==> config.mk <==
export PLATFORM = sky130hd
export DESIGN_NAME = acq_trigger_unit
export DESIGN_NICKNAME = d
export VERILOG_FILES = /design/src/rtl/acq_trig_pkg.sv /design/src/rtl/ext_pulse_qualifier.sv /design/src/rtl/pattern_matcher.sv /design/src/rtl/level_detector.sv /design/src/rtl/acq_trigger_unit.sv
export SDC_FILE = /design/constraint.sdc
export NUM_CORES = 1
export LEC_CHECK = 0
export BUFFER_PORTS_ARGS = -buffer_cell sky130_fd_sc_hd__clkbuf_2
export CAP_MARGIN = 20
export CORE_AREA = 2 2 142 144
export DETAILED_ROUTE_END_ITERATION = 16
export DIE_AREA = 0 0 144 146
export PLACE_DENSITY = 0.71
export SETUP_SLACK_MARGIN = 0.4
export SYNTH_ARGS = -nofsm -noshare
export SYNTH_HDL_FRONTEND = slang
export SYNTH_SLANG_ARGS = --single-unit
==> constraint.sdc <==
create_clock -name clk -period 2.78 [get_ports clk]
set_input_delay 0.139 -clock clk [delete_from_list [all_inputs] [get_ports clk]]
set_output_delay 0.139 -clock clk [all_outputs]
set_load 0.02 [all_outputs]
==> src/rtl/acq_trig_pkg.sv <==
// Shared definitions for the acquisition trigger unit.
// Assumes: the mode field is two bits wide and is decoded only by the top.
package acq_trig_pkg;
    typedef enum logic [1:0] {
        SRC_EXT = 2'd0,
        SRC_PAT = 2'd1,
        SRC_LVL = 2'd2,
        SRC_OFF = 2'd3
    } trig_src_e;
endpackage

==> src/rtl/ext_pulse_qualifier.sv <==
// Synchronises the asynchronous trigger pin and accepts an active period only
// after the pin was seen idle and then active for MIN_W consecutive cycles.
// qual_o is a single-cycle strobe.
// Assumes: MIN_W >= 2, clk is free-running.
module ext_pulse_qualifier #(
    parameter int MIN_W = 50
) (
    input  logic clk,
    input  logic rst_n,
    input  logic pin_async,
    input  logic fall_sel,
    output logic qual_o
);
    localparam int CW = $clog2(MIN_W + 1);

    logic          sync1, sync2;
    logic          idle_seen;
    logic [CW-1:0] run_cnt;
    logic          active;

    // Two-stage synchroniser for the asynchronous pin.
    always_ff @(posedge clk) begin
        if (!rst_n) begin
            sync1 <= 1'b0;
            sync2 <= 1'b0;
        end else begin
            sync1 <= pin_async;
            sync2 <= sync1;
        end
    end

    // Apply the selected active polarity.
    always_comb active = fall_sel ? ~sync2 : sync2;

    // Count consecutive active cycles; saturate so one period qualifies once.
    always_ff @(posedge clk) begin
        if (!rst_n) begin
            run_cnt   <= '0;
            idle_seen <= 1'b0;
        end else if (!active) begin
            run_cnt   <= '0;
            idle_seen <= 1'b1;
        end else if (idle_seen && run_cnt < CW'(MIN_W)) begin
            run_cnt <= run_cnt + 1'b1;
        end
    end

    // Strobe in the cycle that completes the required width.
    always_comb qual_o = active && idle_seen && (run_cnt == CW'(MIN_W - 1));

    AST_QUAL_SINGLE: assert property (@(posedge clk) disable iff (!rst_n)
        qual_o |=> !qual_o);
    AST_QUAL_AFTER_ACTIVE: assert property (@(posedge clk) disable iff (!rst_n)
        qual_o |-> $past(active));
endmodule

==> src/rtl/pattern_matcher.sv <==
// Registers the digital input bus and compares it with a pattern under a
// per-bit mask (1 = compared). An all-zero mask never matches.
// Assumes: pattern and mask are quasi-static configuration.
module pattern_matcher #(
    parameter int PW = 16
) (
    input  logic          clk,
    input  logic          rst_n,
    input  logic [PW-1:0] din,
    input  logic [PW-1:0] pat,
    input  logic [PW-1:0] mask,
    output logic          match_o
);
    logic [PW-1:0] din_q;

    // Capture the input bus once per cycle.
    always_ff @(posedge clk) begin
        if (!rst_n) din_q <= '0;
        else        din_q <= din;
    end

    // Masked equality with at least one compared bit.
    always_comb match_o = (|mask) && (((din_q ^ pat) & mask) == '0);

    AST_MATCH_NEEDS_MASK: assert property (@(posedge clk) disable iff (!rst_n)
        match_o |-> (mask != '0));
endmodule

==> src/rtl/level_detector.sv <==
// Compares each tagged sample against the threshold of its channel and
// registers a hit. Each channel has an enable and an above/below polarity;
// comparisons are unsigned and strict.
// Assumes: at most one sample per cycle.
module level_detector #(
    parameter int NCH = 16,
    parameter int DW  = 16
) (
    input  logic             clk,
    input  logic             rst_n,
    input  logic             smp_valid,
    input  logic [$clog2(NCH)-1:0] smp_chan,
    input  logic [DW-1:0]    smp_data,
    input  logic [NCH-1:0]   ch_en,
    input  logic [NCH-1:0]   ch_above,
    input  logic [NCH*DW-1:0] ch_thresh,
    output logic             hit_o
);
    localparam int CHW = $clog2(NCH);

    logic [NCH-1:0] ch_hit;

    for (genvar c = 0; c < NCH; c++) begin : g_ch
        logic [DW-1:0] th;
        // Per-channel threshold compare for the sample currently presented.
        always_comb begin
            th = ch_thresh[c*DW +: DW];
            ch_hit[c] = smp_valid && (smp_chan == CHW'(c)) && ch_en[c] &&
                        (ch_above[c] ? (smp_data > th) : (smp_data < th));
        end
    end

    // Register the combined hit.
    always_ff @(posedge clk) begin
        if (!rst_n) hit_o <= 1'b0;
        else        hit_o <= |ch_hit;
    end

    AST_HIT_NEEDS_SAMPLE: assert property (@(posedge clk) disable iff (!rst_n)
        hit_o |-> $past(smp_valid));
    AST_HIT_NEEDS_ENABLE: assert property (@(posedge clk) disable iff (!rst_n)
        hit_o |-> $past(ch_en[smp_chan]));
endmodule

==> src/rtl/acq_trigger_unit.sv <==
// Top of the acquisition trigger unit. Selects one of three trigger sources,
// holds the arm state, and issues one start pulse per arm plus a sticky flag.
// Assumes: src_mode and source configuration are static while armed.
module acq_trigger_unit
    import acq_trig_pkg::*;
#(
    parameter int MIN_W = 50,
    parameter int PW    = 16,
    parameter int NCH   = 16,
    parameter int DW    = 16
) (
    input  logic                   clk,
    input  logic                   rst_n,
    input  logic                   arm,
    input  logic [1:0]             src_mode,
    input  logic                   ext_fall,
    input  logic                   ext_pin,
    input  logic [PW-1:0]          din,
    input  logic [PW-1:0]          pat_value,
    input  logic [PW-1:0]          pat_mask,
    input  logic                   smp_valid,
    input  logic [$clog2(NCH)-1:0] smp_chan,
    input  logic [DW-1:0]          smp_data,
    input  logic [NCH-1:0]         lvl_enable,
    input  logic [NCH-1:0]         lvl_above,
    input  logic [NCH*DW-1:0]      lvl_thresh,
    output logic                   trig_pulse,
    output logic                   triggered
);
    logic      ext_qual, pat_match, lvl_hit;
    logic      fire;
    logic      armed_q;
    trig_src_e sel;

    ext_pulse_qualifier #(.MIN_W(MIN_W)) u_ext (
        .clk(clk), .rst_n(rst_n), .pin_async(ext_pin),
        .fall_sel(ext_fall), .qual_o(ext_qual)
    );

    pattern_matcher #(.PW(PW)) u_pat (
        .clk(clk), .rst_n(rst_n), .din(din), .pat(pat_value),
        .mask(pat_mask), .match_o(pat_match)
    );

    level_detector #(.NCH(NCH), .DW(DW)) u_lvl (
        .clk(clk), .rst_n(rst_n), .smp_valid(smp_valid), .smp_chan(smp_chan),
        .smp_data(smp_data), .ch_en(lvl_enable), .ch_above(lvl_above),
        .ch_thresh(lvl_thresh), .hit_o(lvl_hit)
    );

    // Route only the selected source to the fire condition.
    always_comb begin
        sel = trig_src_e'(src_mode);
        unique case (sel)
            SRC_EXT: fire = ext_qual;
            SRC_PAT: fire = pat_match;
            SRC_LVL: fire = lvl_hit;
            default: fire = 1'b0;
        endcase
    end

    // Arm state, single-cycle start pulse and sticky fired flag; arm wins.
    always_ff @(posedge clk) begin
        if (!rst_n) begin
            armed_q    <= 1'b0;
            trig_pulse <= 1'b0;
            triggered  <= 1'b0;
        end else if (arm) begin
            armed_q    <= 1'b1;
            trig_pulse <= 1'b0;
            triggered  <= 1'b0;
        end else if (armed_q && fire) begin
            armed_q    <= 1'b0;
            trig_pulse <= 1'b1;
            triggered  <= 1'b1;
        end else begin
            trig_pulse <= 1'b0;
        end
    end

    AST_PULSE_ONE_CYCLE: assert property (@(posedge clk) disable iff (!rst_n)
        trig_pulse |=> !trig_pulse);
    AST_PULSE_SETS_FLAG: assert property (@(posedge clk) disable iff (!rst_n)
        trig_pulse |-> triggered);
    AST_FLAG_HOLDS: assert property (@(posedge clk) disable iff (!rst_n)
        (triggered && !arm) |=> triggered);
    AST_FIRE_NEEDS_ARM: assert property (@(posedge clk) disable iff (!rst_n)
        trig_pulse |-> $past(armed_q && !arm));
    AST_OFF_SILENT: assert property (@(posedge clk) disable iff (!rst_n)
        $past(src_mode == 2'd3) |-> !trig_pulse);
endmodule

After elaboration in Yosys (flattened, before gate mapping)
Cells that the tools add are included.
- register bits: 29
- input port bits: 364
- output and inout bits: 2
- word-level logic and storage cells: 147
- $add $sub $neg: 1
- order comparisons: 33
- equality and inequality tests: 18
- multiplexer cells: 21
- bitwise operators: 4
- reductions and logical operators: 61
- operators by type and width (operator ; count):
    16-bit > comparator ; 16
    16-bit less-than comparator ; 16
    1-bit logical AND ; 53
    4-bit == test, second input constant ; 8
    16-bit OR reduction ; 2
    1-bit 2-to-1 mux ; 20
    16-bit AND ; 1
    4-bit by 3-bit == test with 1-bit output, second input constant ; 4
    16-bit zero test ; 1
    16-bit XOR ; 1
    4-bit by 2-bit == test with 1-bit output, second input constant ; 2
    6-bit by 1-bit adder with 6-bit output, second input constant ; 1
    6-bit == test, second input constant ; 1
    6-bit less-than comparator, second input constant ; 1
    4-bit by 1-bit == test with 1-bit output, second input constant ; 1
    4-bit zero test ; 1
    1-bit case mux with 3 select lines ; 1
    2-bit by 1-bit == test with 1-bit output, second input constant ; 1
    2-bit == test, second input constant ; 1
    2-bit zero test ; 1
    1-bit inverter ; 2
    2-bit AND reduction ; 1
    2-bit nonzero test ; 1
    2-bit OR reduction ; 1

Logic depth before layout (Yosys ltp)
Gate-level depths: netlist (run 1).
- depth in word-level cells: 8
- mapped depth: 10
- mapped depth without buffers: 10

Hierarchy
Synthesis (run 1) repeated with hierarchy kept, for this count alone.
- cells, all modules: 1064
- area, all modules: 7986.4 um2
- modules (own cells, without submodules) (module ; times used ; cells an instance ; area each (um2) ; sequential area each (um2)):
    level_detector ; 1 ; 937 ; 6740.2 ; 20.0
    pattern_matcher ; 1 ; 66 ; 690.7 ; 320.3
    ext_pulse_qualifier ; 1 ; 44 ; 411.6 ; 180.2
    acq_trigger_unit ; 1 ; 17 ; 143.9 ; 60.1

Least setup slack after synthesis (run 1)
Ideal clock, no wire load.
- path type: input to register
- start: in smp_data[0]
- end: reg u_lvl.hit_o
- setup time: 0.135 ns
- arrival time: 2.215 ns
- required time: 2.645 ns
- slack: 0.430 ns
- cell stages on the path: 10
- path buffers: 0
- cell sequence: inv_1 ha_1 nor2b_1 o211ai_1 a2111oi_2 nor4b_1 mux2_4 a2111oi_2 and4_1 a41oi_1
- longest elaborated chain between the ends: 4
- elaborated cells on any way between the ends: 65
- classes of those cells: order compare (32); mux (16); reduce/logical (17)
- ends and longest elaborated chain (element ; RTL line ; source):
    from (decl) ; acq_trigger_unit.sv:23 ; input logic [DW-1:0] smp_data,
    16-bit less-than comparator or 16-bit > comparator (tied branches) ; level_detector.sv:29 ; (ch_above[c] ? (smp_data > th) : (smp_data < th));
    1-bit 2-to-1 mux ; level_detector.sv:29 ;
    1-bit logical AND ; level_detector.sv:28 ; ch_hit[c] = smp_valid && (smp_chan == CHW'(c)) && ch_en[c] &&
    16-bit OR reduction * ; level_detector.sv:36 ; else hit_o <= |ch_hit;
    to (signal assigned) ; level_detector.sv:36 ;
    to (decl) ; level_detector.sv:17 ; output logic hit_o
Every way passes the cells marked *; elsewhere a longest branch is shown, timed or not.
A chain may end at the register's enable or synchronous reset.

Final worst setup path (run 1)
- start: in smp_data[9]
- end: reg u_lvl.hit_o
Same word-level chain as after synthesis.

==> results of run 1 <==
sequential cells by signal, indices dropped and copies added (netlist names):
name / cells
u_ext.idle_seen: 1
u_pat.din_q: 16
u_ext.sync2: 1
triggered: 1
armed_q: 1
trig_pulse: 1
u_ext.run_cnt: 6
u_lvl.hit_o: 1
u_ext.sync1: 1
per-stage QoR:
| stage | cells | util, % | total power [mW] |
|---|---|---|---|
| after CTS | 1715 | 54.0 | 2.33 |
| after floorplan | 1052 | - | 1.18 |
| after global placement | 1707 | 53.2 | 1.77 |
| after global routing | 1718 | 54.5 | 2.54 |
| after detailed placement | 1707 | 53.2 | 1.80 |
| final | 1718 | 54.5 | 2.33 |
Yosys cell counts (19+ instances only):
cell | count | area, um2
dfxtp_1 | 29 | 581
nand3_1 | 40 | 200
nand4_1 | 70 | 438
xor2_1 | 19 | 166
and2_1 | 19 | 119
o21ai_0 | 22 | 110
nand2_1 | 42 | 158
inv_1 | 252 | 946
ha_1 | 258 | 3230
a21oi_1 | 105 | 526
a21o_1 | 23 | 173
nor2_1 | 31 | 116
final timing paths:
kind | from | to | slack, ns | cells after the start
max | smp_data[9] | u_lvl.hit_o | 0.52 | 11
min | din[12] | u_pat.din_q[12] | 0.07 | 2
max reg2reg | u_pat.din_q[12] | armed_q | 1.10 | 8
min reg2reg | u_ext.sync1 | u_ext.sync2 | 0.44 | 1
power groups by stage:
stage               combinational (mW)  sequential (mW)  clock, mW
floorplan                        0.728            0.452          0
global placement                  1.31            0.454          0
detailed placement                1.34            0.454          0
CTS                               1.35            0.446      0.530
global route                      1.55            0.447      0.543
finish                            1.37            0.446      0.516
kinds of logic (layout without fill, tap and decap cells):
| kind of cell | count (synthesis) | after routing | synth area share, % |
|---|---|---|---|
| AO/OA/AOI/OAI | 220 | 220 | 17.8 |
| XOR/XNOR | 21 | 21 | 2.32 |
| adder cells (fa/ha/maj) | 258 | 258 | 40.8 |
| buffers and inverters | 254 | 652 | 12.0 |
| flip-flops | 29 | 29 | 7.34 |
| multiplexers | 15 | 15 | 2.09 |
| other | 0 | 3 | 0 |
| AND/OR/NAND/NOR | 255 | 255 | 17.6 |
layout make-up:
class                      instances  area [um2]  share of cell area (%)
multi-input combinational        769        6420                    61.0
timing repair buffer             392        2100                    20.0
inverter                         252         946                    8.98
sequential                        29         581                    5.51
tap                              265         332                    3.15
clock buffer                       5         125                    1.19
clock inverter                     3        17.5                   0.166
antenna                            3        7.51                  0.0713
per-layer routing:
metal  vias up  global-route usage [%]
met3        68                    4.44
met4         0                    9.95
met1      3989                    35.1
met2       368                    47.7
li1       4558                       -
met5         -                       0
timing repair:
item / in CTS / in global routing
setup endpoints to repair: 1 / 1
pin swaps: 0 / 8
resized for setup: 4 / 30
==> impl_metrics.ini, run 1 <==
[final_layout]
final_cell_mix = clkbuf_2 (354), ha_1 (258), inv_1 (251)
fill_cells = 1872
final_common_cell = clkbuf_2
syn_to_final_growth_pct = 33.1
layout.nets = 2071
drive_gt1_share_pct = 29.4
finalInstanceArea_um2 = 10500

[placement]
place_area_um2 = 10300
pre_cts_slack_ns = 0.0709
gp_congestion = 0.916
dp_hpwl_mm = 26.6
port-buffer-count = 365

[power_and_ir_drop]
pwr-share-comb_pct = 58.8
p_leak_nw = 6.33
irDropWorstVdd_mv = 0.234
clockPowerShare_pct = 22.1
seqPwrFrac_pct = 19.1
net-switching-power_uw = 928
swShare_pct = 39.7
p_int_mw = 1.41
power_density_nw_per_um2 = 222

[grt]
grt_first_pass_wirelength_mm = 45.3
grt_usage_pct = 27.9
antenna_found_initial = 3
grt-ovfl-total = 0
grt_max_degree = 21
grt_pass1_vias = 9004

[routing]
vias = 8983
topRoutingLayerUsed = met4
wl_met1_mm = 12.9
vias_per_cell = 5.23
first_iter_violations = 410
routed-wl-met2_mm = 13.9
drt-total-wl_mm = 30.0
first_pass_iters = 7
antenna_left = 0
drc = 0
wire_per_inst_um = 17.5
wl_met3_mm = 2.26

[floorplan]
die_w_um = 144
ios = 366
placementRows = 51
core_um2 = 19300
die_h_um = 146
initial_core_util_pct = 40.9
die-area_um2 = 21000

[timing]
worst_hold_slack_ns = 0.0681
rsz0062_at_grt = false
timing.final.crit_share_pct = 81.2
fin_ws_ns = 0.523
worst_slew_pin_slew_ns = 0.500
slew_violations = 0
fmax_mhz = 443
min_period_ns = 2.26
finalSetupViolCount = 0
fin_worst_skew_ns = 0.00327
tns_ns = 0
hold_viol = 0
relSlewSlack_pct = 66.6

[clock_tree]
clock_sinks = 29
clockRootBuffer = clkbuf_16
tritoncts = done
htree_levels = 2
cts_setup_buffers = 0
hold_buffers = 0
cts.path.max_buffers = 2
cts_buffers = 5
insertion_delay_ns = 0.27
clkTransAtPathRegs_ns = 0.05

[logic_synthesis]
ys_types = 49
synth_warnings = 0
ys_seq_area_share_pct = 7.34
synth_seq_cells = 29
avgSynthCellArea_um2 = 7.52
synthFlopType = dfxtp_1
syn_area_um2 = 7910
synthArstFlopShare_pct = 0
syn_inst = 1052
synth_edf_count = 0
synth.net_count = 1674

[critical_path]
critPathCaptureType = flop
slowest_stage = a221o_1
criticalPathCategory = in2reg
cp.required_ns = 2.92
crit_arrival_ns = 2.40
max_stage_delay_ns = 0.33
worstPathCellList = buf_2, buf_4, ha_1, nand4_1, nor2_1, a221o_1, a211oi_2, mux2i_2, a2111oi_2, and4_1, a41oi_1
cp_max_fo = 7
critPathLaunchType = primary input
critPathTopFamily = compound AO/OA/AOI/OAI gates
crit_buf_inv = 2

[run]
maxCapViolCount = 0

[worst_hold_path]
hp-class = in2reg

[status]
outcome = complete, no violations
No activity file was read; power rests on OpenSTA's default activity.
==> inputs of run 2 (changes only) <==
- ABC_AREA: unset -> 1
- CORE_AREA: 2 2 142 144 -> 2 2 141 143
- DIE_AREA: 0 0 144 146 -> 0 0 143 145
- PLACE_DENSITY: 0.71 -> 0.75
- clock period: 2.78 -> 2.3 ns (I/O delays scaled with it)
==> impl_metrics.ini, run 2 <==
[status]
outcome = complete, no violations

[critical_path]
cp.required_ns = 2.46
slowest_stage = ha_1
critPathTopFamily = simple AND/OR/NAND/NOR gates
critPathLaunchType = primary input
cp_max_fo = 16
max_stage_delay_ns = 0.40
crit_top_cell = nor2_1
worstPathCellList = clkbuf_4, ha_1, a21oi_1, a21oi_1, nor2_1, nand3_1, nand3_1, nand2_1, nor2_1, nand2_1, nor2_2, nor2_1
crit_buf_inv = 1
crit_arrival_ns = 1.91
critPathCaptureType = flop
criticalPathCategory = in2reg

[final_layout]
fin_cells = 2013
final_cell_mix = clkbuf_2 (350), nand2_1 (334), inv_1 (322)
antenna_cells = 0
top_register = u_pat.din_q
largest_reg_flops = 16
reg_top3 = u_pat.din_q x16, u_ext.run_cnt x6
syn_to_final_growth_pct = 29.3
final_common_cell = clkbuf_2
drive_gt1_share_pct = 24.0
layout.nets = 2369

[routing]
drc = 0
vias = 9759
vias_per_cell = 4.85
first_iter_violations = 340
wire_per_inst_um = 14.3
first_pass_iters = 5
drt-total-wl_mm = 28.8
antenna_left = 0

[grt]
grt_pass1_vias = 9625
grt_max_degree = 21
antenna_found_initial = 0
grt-ovfl-total = 0
grt_first_pass_wirelength_mm = 44.9
grt_usage_pct = 27.2

[logic_synthesis]
synth.net_count = 1991
syn_inst = 1369
netlist_top_cells_area = ha_1 (38%), nand2_1 (15%), inv_1 (14%)
synth_top_area_share_pct = 38.3
ys_seq_area_share_pct = 6.88
synth_top_family_by_area = adder cells
ys_types = 31
synth_warnings = 0
synth_edf_count = 0
yosys.cell_count.top_type = nand2_1
syn_area_um2 = 8440
synth_fa_ha_area_share_pct = 38.3
synthFlopType = dfxtp_1
synth-simple-area-share_pct = 27.3
synth_commonest_cells = nand2_1 (334), inv_1 (322), ha_1 (258)
synthMuxAreaShare_pct = 0
synth_compound_area_share_pct = 11.9
yosysTopAreaCell = ha_1
avgSynthCellArea_um2 = 6.16
synth_seq_cells = 29
synth_xor_area_share_pct = 0.415
synthArstFlopShare_pct = 0

[placement]
dp_hpwl_mm = 25.5
port-buffer-count = 365
dpl.cell_count = 2005
gp_congestion = 0.916

[clock_tree]
htree_levels = 2
insertion_delay_ns = 0.28
tritoncts = done
cts_setup_buffers = 0
clkTransAtPathRegs_ns = 0.05
cts_buffers = 5
clock_sinks = 29
cts.path.max_buffers = 2
clockRootBuffer = clkbuf_16

[worst_hold_path]
hp-class = in2reg

[timing]
fin_worst_skew_ns = 0.00385
rsz0062_at_grt = false
worst_slew_pin_slew_ns = 0.495
timing.final.crit_share_pct = 75.8
finalSetupViolCount = 0
fmax_mhz = 574
slew_violations = 0
tns_ns = 0
hold_viol = 0
relSlewSlack_pct = 67.0
min_period_ns = 1.74

[run]
maxCapViolCount = 0

[floorplan]
die_w_um = 143
initial_core_util_pct = 43.9
die_h_um = 145
core_um2 = 19200
ios = 366
die-area_um2 = 20700
placementRows = 51

[power_and_ir_drop]
p_leak_nw = 7.14
power_density_nw_per_um2 = 267
irDropWorstVdd_mv = 0.326
-- run 2: worst reg2reg max path: stages, from the launching register on --
cell     delay (ns)
dfxtp_1        0.41
inv_1          0.07
ha_1           0.17
nand2_1        0.06
nor4_1         0.05
a32oi_1        0.26
nand2_1        0.09
nand3_1        0.09
nand2_1        0.05
-- run 2: final cells by class --
| class | instances | area (um2) |
|---|---|---|
| repair buffers | 373 | 1910 |
| inverters | 341 | 1280 |
| fillers | 1923 | 8290 |
| clock buffers | 7 | 153 |
| multi-input cells | 997 | 6660 |
| well taps | 265 | 332 |
| flip-flops and latches | 29 | 581 |
| clock inverters | 1 | 5.00 |
-- run 2: per-layer routing --
metal  part of all wire [%]  wire length, um  GRT usage [%]
met3                    5.6             1620           3.63
met1                     43            12300           32.3
met4                    3.1              894           8.47
met2                     49            14000           50.0
met5                      0                0              0
-- run 2: path summary, 6_finish.rpt --
| check | slack (ns) | cells past startpoint | start | end |
|---|---|---|---|---|
| worst max-delay path | 0.56 | 12 | smp_data[11] | u_lvl.hit_o |
| worst max register to register | 0.94 | 8 | u_ext.run_cnt[1] | triggered |
| worst min register to register | 0.41 | 2 | u_ext.sync1 | u_ext.sync2 |
| worst min-delay path | 0.01 | 3 | din[15] | u_pat.din_q[15] |
-- run 2: logic make-up (layout without fill, tap and decap cells) --
kind of cell    count (synthesis)  in the layout
xor+xnor                        4              4
fa+ha+maj                     258            258
buf+inv                       343            722
simple gates                  549            549
compound gates                186            186
flops                          29             29
-- run 2: per-stage QoR --
step,cell area (um2),utilization [%],setup WS [ns],hold WS [ns],power (mW)
2_1_floorplan,8440,-,0.774,0.213,1.50
3_3_place_gp,10700,55.4,0.0258,0.297,2.15
3_5_place_dp,10700,55.4,0.00230,0.299,2.20
4_1_cts,10800,56.3,0.410,0.00862,2.91
5_1_grt,10900,56.8,0.404,0.0266,3.21
6_report,10900,56.8,0.556,0.0149,2.92
-- run 2: repair_timing --
item | 4_1_cts | 5_1_grt
pin swaps | 0 | 2
gates cloned | 0 | 0
gates resized for setup | 3 | 36
hold buffers | 0 | 0
setup endpoints to repair | 1 | 1
hold endpoints to repair | 0 | 0
-- run 2: where the power goes --
group / switching, mW / internal [mW]
sequential: 0.0131 / 0.526
clock: 0.237 / 0.458
combinational: 0.939 / 0.743
==> inputs of run 3 (changes only) <==
- clock period: 2.3 -> 1.65 ns (I/O delays scaled with it)
==> impl_metrics.ini, run 3 (same netlist as run 2, synthesis figures left out) <==
[placement]
dpl.cell_count = 2048
gp_congestion = 0.901
port-buffer-count = 365
dp_hpwl_mm = 25.5

[final_layout]
fin_cells = 2096
reg_top3 = u_pat.din_q x16, u_ext.run_cnt x6
syn_to_final_growth_pct = 49.6
fill_cells = 1669
final_common_cell = clkbuf_2
utilization_pct = 65.7
drive_gt1_share_pct = 32.3
largest_reg_flops = 16
final_cell_mix = clkbuf_2 (354), inv_1 (318), nand2_1 (314)
layout.nets = 2450
top_register = u_pat.din_q
final-seq-area_um2 = 587
multiInputGateArea_um2 = 7330

[power_and_ir_drop]
net-switching-power_mw = 1.86
irDropWorstVdd_mv = 0.368
seqPwrFrac_pct = 16.4
clockPowerShare_pct = 21.3
power_density_nw_per_um2 = 363
p_leak_nw = 7.72
p_int_mw = 2.72
pwr-share-comb_pct = 62.3
swShare_pct = 40.6

[timing]
relSlewSlack_pct = 70.3
worst_slew_pin_slew_ns = 0.444
slew_violations = 0
finalSetupViolCount = 1
timing.final.crit_share_pct = 100
fin_ws_ns = -0.00325
hold_viol = 0
min_period_ns = 1.65
tns_ns = -0.00325
fmax_mhz = 605
fin_worst_skew_ns = 0.00279
rsz0062_at_grt = true

[routing]
drt-total-wl_mm = 32.5
drc = 0
first_iter_violations = 452
vias = 10500
antenna_left = 0
wire_per_inst_um = 15.5
vias_per_cell = 5.00
first_pass_iters = 8

[grt]
grt_max_degree = 20
grt_first_pass_wirelength_mm = 47.5
grt-ovfl-total = 0
grt_pass1_vias = 10400
grt_usage_pct = 28.7
antenna_found_initial = 2

[critical_path]
cp_max_fo = 8
critPathCaptureType = flop
crit_arrival_ns = 1.83
critPathLaunchType = primary input
crit_buf_inv = 3
criticalPathCategory = in2reg
critPathTopFamily = simple AND/OR/NAND/NOR gates
slowest_stage = ha_1
cp.required_ns = 1.82
max_stage_delay_ns = 0.31
worstPathCellList = buf_4, buf_12, ha_1, a21oi_1, o21ai_0, a21oi_1, buf_4, nand3_1, nand3_2, nand2_2, nor2_4, nand2_1, nor2_2, nor2_1

[clock_tree]
tritoncts = done
clockRootBuffer = clkbuf_16
clock_sinks = 29
htree_levels = 2
insertion_delay_ns = 0.28
cts.path.max_buffers = 2
cts_buffers = 5
clkTransAtPathRegs_ns = 0.05

[status]
outcome = complete, but fails checks
violations = setup timing

[floorplan]
die_h_um = 145
initial_core_util_pct = 43.9
ios = 366
die-area_um2 = 20700
placementRows = 51
die_w_um = 143
core_um2 = 19200

[run]
maxCapViolCount = 0

[worst_hold_path]
hp-class = in2reg
-- run 3: what timing repair did --
action,CTS,global route
pin swaps,23,66
resized for setup,60,120
gates cloned,1,4
hold endpoints to repair,16,0
setup buffers,11,6
hold buffers,16,0
setup endpoints to repair,5,9
-- run 3: worst min-delay path, cell delays in order --
cell and delay (ns):
clkbuf_2 0.08, nand2_1 0.04, inv_1 0.05
-- run 3: path summary, 6_finish.rpt --
path / start / endpoint / slack [ns] / cells after the start
min: din[5] / u_pat.din_q[5] / 0.004 / 3
max reg2reg: u_ext.run_cnt[2] / u_ext.run_cnt[4] / 0.26 / 11
max: smp_data[13] / u_lvl.hit_o / -0.003 / 14
min reg2reg: u_ext.sync1 / u_ext.sync2 / 0.41 / 2
-- run 3: area by class of cell --
type	count	area share, %
Multi-Input combinational cell	997	58.0
Timing Repair Buffer	454	23.2
Inverter	341	10.2
Sequential cell	29	4.65
Tap cell	265	2.63
Clock buffer	7	1.21
Clock inverter	1	0.0397
Antenna cell	2	0.0397
-- run 3: metal layers --
metal	GRT usage [%]	part of all wire (%)	vias up
li1	-	-	5310
met1	32.4	40	4606
met2	51.6	49	450
met3	4.98	6.8	116
met4	13.0	4.9	0
met5	0	0	-
-- run 3: power by group through the flow --
stage	clock [mW]	sequential (mW)	combinational, mW
global route	1.00	0.755	3.23
floorplan	0	0.760	1.34
CTS	0.978	0.752	2.59
global placement	0	0.764	2.35
finish	0.975	0.754	2.86
detailed placement	0	0.766	2.44
-- run 3: through the flow --
step	hold slack, ns	power, mW	instance area (um2)	setup WS [ns]
2_1_floorplan	0.180	2.10	8440	0.187
3_3_place_gp	0.264	3.11	11200	-0.427
3_5_place_dp	0.266	3.20	11200	-0.487
4_1_cts	0.00367	4.32	11900	0.0329
5_1_grt	0.0212	4.99	12600	-0.110
6_report	0.00397	4.59	12600	-0.00325
